<file path="config.mk">
export PLATFORM = sky130hd
export DESIGN_NAME = copro_busy_guard
export DESIGN_NICKNAME = d
export VERILOG_FILES = /design/src/rtl/cbg_pkg.sv /design/src/rtl/cbg_sync.sv /design/src/rtl/cbg_port_decode.sv /design/src/rtl/cbg_rst_stretch.sv /design/src/rtl/copro_busy_guard.sv
export SDC_FILE = /design/constraint.sdc
export NUM_CORES = 1
export LEC_CHECK = 0
export BUFFER_PORTS_ARGS = -buffer_cell sky130_fd_sc_hd__buf_2
export CORE_AREA = 5 5 42 44
export DETAILED_ROUTE_END_ITERATION = 8
export DIE_AREA = 0 0 47 49
export GPL_TIMING_DRIVEN = 1
export SYNTH_ARGS = -nofsm -noshare
export SYNTH_HDL_FRONTEND = slang
export SYNTH_SLANG_ARGS = --single-unit
</file>
<file path="constraint.sdc">
create_clock -name clk -period 1.4 [get_ports clk]
set_input_delay 0.28 -clock clk [delete_from_list [all_inputs] [get_ports clk]]
set_output_delay 0.28 -clock clk [all_outputs]
set_load 0.005 [all_outputs]
</file>
<file path="src/rtl/cbg_pkg.sv">
package cbg_pkg;
  localparam int unsigned IO_ADDR_W     = 10;
  localparam logic [9:0]  PORT_CLR_ONLY = 10'h0F0;
  localparam logic [9:0]  PORT_CLR_RST  = 10'h0F1;

  // synchronized coprocessor status, active-low levels as on the pins
  typedef struct packed {
    logic err_n;
    logic busy_n;
  } copro_stat_t;
endpackage

</file>
<file path="src/rtl/cbg_sync.sv">
module cbg_sync #(
  parameter int unsigned WIDTH  = 2,
  parameter int unsigned STAGES = 2
) (
  input  logic             clk,
  input  logic             rst,
  input  logic [WIDTH-1:0] d,
  output logic [WIDTH-1:0] q
);
  logic [WIDTH-1:0] chain [STAGES];

  for (genvar s = 0; s < STAGES; s++) begin : g_stage
    always_ff @(posedge clk or posedge rst) begin
      if (rst) begin
        chain[s] <= '1;
      end else if (s == 0) begin
        chain[s] <= d;
      end else begin
        chain[s] <= chain[(s == 0) ? 0 : s-1];
      end
    end
  end

  assign q = chain[STAGES-1];
endmodule

</file>
<file path="src/rtl/cbg_port_decode.sv">
module cbg_port_decode #(
  parameter int unsigned      ADDR_W   = 10,
  parameter logic [ADDR_W-1:0] CLR_PORT = 10'h0F0,
  parameter logic [ADDR_W-1:0] RST_PORT = 10'h0F1
) (
  input  logic              clk,
  input  logic              rst,
  input  logic              io_wr_n,
  input  logic [ADDR_W-1:0] io_addr,
  output logic              clr_hit,
  output logic              rst_hit
);
  logic wr_seen;
  logic first_wr;

  always_ff @(posedge clk or posedge rst) begin
    if (rst) wr_seen <= 1'b0;
    else     wr_seen <= ~io_wr_n;
  end

  assign first_wr = ~io_wr_n & ~wr_seen;
  assign rst_hit  = first_wr & (io_addr == RST_PORT);
  assign clr_hit  = first_wr & ((io_addr == CLR_PORT) | (io_addr == RST_PORT));

  AST_ONE_HIT_PER_STROBE: assert property (@(posedge clk) disable iff (rst)
    clr_hit |=> !clr_hit);
endmodule

</file>
<file path="src/rtl/cbg_rst_stretch.sv">
module cbg_rst_stretch #(
  parameter int unsigned CYCLES = 4
) (
  input  logic clk,
  input  logic rst,
  input  logic start,
  output logic pulse_n
);
  localparam int unsigned CW = $clog2(CYCLES + 1);
  localparam logic [CW-1:0] LOAD = CW'(CYCLES);

  logic [CW-1:0] remain;

  always_ff @(posedge clk or posedge rst) begin
    if (rst)                remain <= '0;
    else if (start)         remain <= LOAD;
    else if (remain != '0)  remain <= remain - 1'b1;
  end

  assign pulse_n = ~rst & (remain == '0);

  AST_PULSE_STARTS: assert property (@(posedge clk) disable iff (rst)
    start |=> !pulse_n);
  AST_PULSE_BOUND: assert property (@(posedge clk) disable iff (rst)
    remain <= LOAD);
endmodule

</file>
<file path="src/rtl/copro_busy_guard.sv">
module copro_busy_guard
  import cbg_pkg::*;
#(
  parameter int unsigned          ADDR_W      = IO_ADDR_W,
  parameter logic [ADDR_W-1:0]    CLR_PORT    = PORT_CLR_ONLY,
  parameter logic [ADDR_W-1:0]    RST_PORT    = PORT_CLR_RST,
  parameter int unsigned          RST_CYCLES  = 4,
  parameter int unsigned          SYNC_STAGES = 2
) (
  input  logic              clk,
  input  logic              rst,
  input  logic              copro_err_n,
  input  logic              copro_busy_n,
  input  logic              io_wr_n,
  input  logic [ADDR_W-1:0] io_addr,
  output logic              cpu_busy_n,
  output logic              irq_err,
  output logic              copro_rst_n
);
  localparam int unsigned STAT_W = $bits(copro_stat_t);

  copro_stat_t raw_stat, sync_stat;
  logic        err_act, busy_act, set_cond;
  logic        clr_hit, rst_hit;
  logic        held;

  assign raw_stat.err_n  = copro_err_n;
  assign raw_stat.busy_n = copro_busy_n;

  cbg_sync #(.WIDTH(STAT_W), .STAGES(SYNC_STAGES)) i_sync (
    .clk (clk),
    .rst (rst),
    .d   (raw_stat),
    .q   (sync_stat)
  );

  cbg_port_decode #(.ADDR_W(ADDR_W), .CLR_PORT(CLR_PORT), .RST_PORT(RST_PORT)) i_dec (
    .clk     (clk),
    .rst     (rst),
    .io_wr_n (io_wr_n),
    .io_addr (io_addr),
    .clr_hit (clr_hit),
    .rst_hit (rst_hit)
  );

  cbg_rst_stretch #(.CYCLES(RST_CYCLES)) i_stretch (
    .clk     (clk),
    .rst     (rst),
    .start   (rst_hit),
    .pulse_n (copro_rst_n)
  );

  assign err_act  = ~sync_stat.err_n;
  assign busy_act = ~sync_stat.busy_n;
  assign set_cond = err_act & busy_act;

  // set wins over clear so a persisting error is never dropped
  always_ff @(posedge clk or posedge rst) begin
    if (rst)           held <= 1'b0;
    else if (set_cond) held <= 1'b1;
    else if (clr_hit)  held <= 1'b0;
  end

  assign cpu_busy_n = held ? 1'b0 : sync_stat.busy_n;
  assign irq_err    = held;

  AST_LATCH_ON_ERROR: assert property (@(posedge clk) disable iff (rst)
    set_cond |=> (!cpu_busy_n && irq_err));
  AST_NO_SPURIOUS_SET: assert property (@(posedge clk) disable iff (rst)
    $rose(irq_err) |-> $past(set_cond));
  AST_CLEAR_RELEASES: assert property (@(posedge clk) disable iff (rst)
    (clr_hit && !set_cond) |=> !irq_err);
  AST_CLR_PORT_NO_RESET: assert property (@(posedge clk) disable iff (rst)
    (clr_hit && !rst_hit && copro_rst_n) |=> copro_rst_n);
endmodule

</file>
# Word-level counts from Yosys, hierarchy flattened
# Index checks and enable logic that the tools add are counted.
# totals
ff_bits	9
latchBits	0
ramBits	0
rom_bits	0
input_bits	15
out_inout_bits	3
wordCells	28
n_memories	0
# classes
add_sub_neg	1
n_mul	0
div_mod_pow	0
magnitude_cmp	0
eq_ne	2
shift	0
muxes	5
bitwise	11
n_reduce_logical	4
# ops
operator	n
$eq 10x8->1 const B	2
$mux 3	2
$and 1x1->1	5
$not 1->1	5
$reduce_bool 2->1	2
$logic_not 3->1	1
$mux 1	3
$reduce_bool 3->1	1
$sub 3x1->3 const B	1
$or 1x1->1	1

# Logic depth before layout (Yosys ltp)
# depth
ltp_word	5
ltp_mapped	5
depth_no_buf	5

# Hierarchy
# A second synthesis with hierarchy kept.
# hier_totals
hier_cells	39
hier_area_um2	449.2
# by_module_without_submodules
mod	instances	cells_each	area_per_inst_um2	seq_area_each_um2
cbg_rst_stretch	1	18	187.7	75.1
cbg_sync	1	7	123.9	105.1
cbg_port_decode	1	9	90.1	25.0
copro_busy_guard	1	5	47.5	25.0

# Least setup slack after synthesis
# Ideal clock, no wire load.
# synth_timing
kind	reg2out
from	register i_stretch.remain[0]
to	output port copro_rst_n
t_arrival_ns	0.819
required_time_ns	1.120
path_slack_ns	0.301
path_stages_with_launch	5
path_buffers	0
cell_sequence	dfrtp_1 inv_1 ha_1 nand2b_1 nor2_1
# synth_via
elab_chain_len	2
# synth_rtl
element	line	source
start, declared	cbg_rst_stretch.sv:12	logic [CW-1:0] remain;
start signal, assigned	cbg_rst_stretch.sv:17	else if (remain != '0) remain <= remain - 1'b1;
$logic_not 3->1	cbg_rst_stretch.sv:20	assign pulse_n = ~rst & (remain == '0);
$and 1x1->1	cbg_rst_stretch.sv:20	
end, declared	copro_busy_guard.sv:18	output logic copro_rst_n
# Every way passes these cells.

# Final worst setup path
# Same ends and word-level chain as after synthesis.

==> impl_metrics.json <==
{
  "drc": 0,
  "reg2reg_depth": 6,
  "postSynthAreaPerCell_um2": 12.8,
  "grt_pass1_wl_um": 1250,
  "finalHoldViolations": 0,
  "layoutNonFillerInstCount": 72,
  "wl_per_cell_um": 10.1,
  "powerDensity_mw_per_mm2": 1610,
  "endpoint": "copro_rst_n",
  "place_congestion": 0.704,
  "dieArea_mm2": 0.00230,
  "syn_nets": 48,
  "endpoint_kind": "primary output",
  "fmax_ghz": 0.723,
  "leakage_uw": 0.000300,
  "path_max_fanout": 3,
  "cts_tree": "done",
  "finalInstanceArea_um2": 582,
  "dieWidth_um": 47,
  "grt_max_degree": 10,
  "synth_ff_type": "dfrtp_1",
  "vias": 301,
  "tightest_slew_ps": 328,
  "synth-edff-count": 0,
  "drtIter0Drc": 3,
  "core_area_mm2": 0.00140,
  "reg2reg_to": "i_stretch.remain[0]$_DFFE_PP0P_",
  "critical_path_buf_inv_count": 2,
  "placed_cells": 64,
  "cpMaxStageDelayCell": "dfrtp_1",
  "ys_warn_count": 0,
  "outcome": "finished, final reports clean",
  "cts_sinks": 9,
  "multiInputGateArea_um2": 173,
  "ios": 18,
  "synth_seq_cells": 9,
  "netlist_area_um2": 398,
  "async_flop_share_pct": 100,
  "whs_ps": 123,
  "vias_per_cell": 4.18,
  "final_cell_mix": "buf_2, dfrtp_1, dfstp_2",
  "slew_viol_final": 0,
  "crit_type": "reg -> out",
  "clkLatencyLatePin_ps": 250,
  "post_dp_cell_area_um2": 503,
  "setup_ws_ps": 17.5,
  "rsz0062_at_grt": "true",
  "final_common_cell": "buf_2",
  "grt_remaining_overflow": 0,
  "area_growth_pct": 46.2,
  "hold_depth": 1,
  "seq_area_um2": 230,
  "synth_seq_area_share_pct": 57.9,
  "vdd_drop_max_v": 0.000543,
  "rrSetupSlack_ps": 210,
  "numCtsBuffers": 3,
  "cts.clk_slew.worst_paths_ps": 60,
  "timing.rr.start": "i_stretch.remain[0]$_DFFE_PP0P_",
  "crit_cells": 5,
  "drv_cap": 0,
  "maxSlewHeadroom_pct": 78.1,
  "critical_path_arrival_ps": 1100,
  "min_period_ps": 1380,
  "fillers": 148,
  "period_share_pct": 98.8,
  "worstPathRequired_ps": 1120,
  "cp_cell_sequence": "inv_2 > ha_4 > nand2b_4 > nor2_1 > buf_2",
  "grt.total_usage_pct": 7.88,
  "htreeDepth": 1,
  "crit_family": "flip-flops",
  "root_buffer": "clkbuf_4",
  "synth_cell_types": 18,
  "final-setup-viol-count": 0,
  "dieHeight_um": 49,
  "synth_cells": 31,
  "antenna_found_initial": 0,
  "cts_buffer_depth": 2,
  "finClkSkew_ps": 2.52,
  "first_pass_iters": 2,
  "layout-drive-gt1-share_pct": 58.9,
  "initial_core_util_pct": 28.4,
  "totalWireLength_um": 729,
  "numPortBuffers": 17,
  "grt_pass1_vias": 301,
  "hp-class": "in -> reg",
  "diodes": 0,
  "fin_nets": 74,
  "startpoint_type": "flip-flop",
  "rows": 14,
  "cp-startpoint": "i_stretch.remain[0]$_DFFE_PP0P_",
  "cp_slowest_stage_delay_ps": 370,
  "drtAntennaViolNets": 0,
  "dp_slack_ps": 172
}
## synthesized netlist by cell type, drive strengths merged, types with 2 or more instances
| master | count | area (um^2) |
|---|---|---|
| dfrtp | 5 | 125 |
| dfstp | 4 | 105 |
| inv | 4 | 15.0 |
| ha | 2 | 25.0 |
| nand2 | 2 | 7.51 |
| nor2 | 2 | 7.51 |
## worst reg2reg max path, cell delays in order (launching register included)
cell and delay, ps:
dfrtp_1 370, inv_2 100, ha_4 160, nand2b_4 50, buf_4 140, xnor2_1 120
and2_1 150
## cell type report
class	count	area share, %
sequential	9	39.6
multi-input combinational	18	29.7
timing repair buffer	21	20.2
clock buffer	4	4.52
tap	16	3.44
inverter	4	2.58
## report_power, final
group / switching (uW) / total (uW) / leakage [uW] / internal [uW]
Sequential: 28.3 / 349 / 0.0000977 / 321
Combinational: 167 / 397 / 0.000188 / 230
Clock: 81.1 / 190 / 0.0000150 / 109
Total: 276 / 936 / 0.000300 / 660
## state kept, by name, indices dropped and copies added, names as in the netlist
| register | cells |
|---|---|
| i_dec.wr_seen | 1 |
| i_stretch.remain | 3 |
| i_sync.chain | 2 |
| i_sync.q | 2 |
| irq_err | 1 |
## per-layer routing
| metal | track usage (%) | up-vias | routed length [um] |
|---|---|---|---|
| li1 | - | 154 | - |
| met5 | 0 | - | 0 |
| met4 | 5.53 | 0 | 0 |
| met3 | 3.32 | 0 | 69 |
| met1 | 9.48 | 134 | 301 |
| met2 | 10.9 | 13 | 358 |
## stage by stage
stage	util [%]	power (uW)	TNS, ps
finish	41.5	936	0
global route	41.5	1030	-65.5
CTS	41.0	923	0
detailed placement	35.9	605	0
global placement	35.9	601	0
floorplan	-	538	0
## how the worst min path moves through the flow
stage / endpoint / slack [ps] / start
6_report: i_sync.chain[3]$_DFF_PP1_ / 120 / copro_err_n
5_1_grt: i_sync.chain[3]$_DFF_PP1_ / 100 / copro_err_n
4_1_cts: i_sync.chain[3]$_DFF_PP1_ / 110 / copro_err_n
3_5_place_dp: i_stretch.remain[0]$_DFFE_PP0P_ / 270 / rst
3_3_place_gp: i_stretch.remain[1]$_DFFE_PP0P_ / 260 / rst
2_1_floorplan: i_dec.wr_seen$_DFF_PP0_ / 110 / rst
## repair_timing
action / CTS / global route
buffers inserted: 2 / 1
hold buffers: 1 / 0
setup endpoints to repair: 1 / 1
resized for setup: 5 / 0
endpoints found under the hold margin: 5 / 0
## cells by family after synthesis
logic type	count (synthesis)	share of synthesized area, %
simple gates	12	22.6
flops	9	57.9
buf+inv	4	3.77
compound gates	2	4.72
fa+ha+maj	2	6.29
xor+xnor	1	2.20
mux	1	2.52
Note: power is estimated with default switching activity, not from simulation.
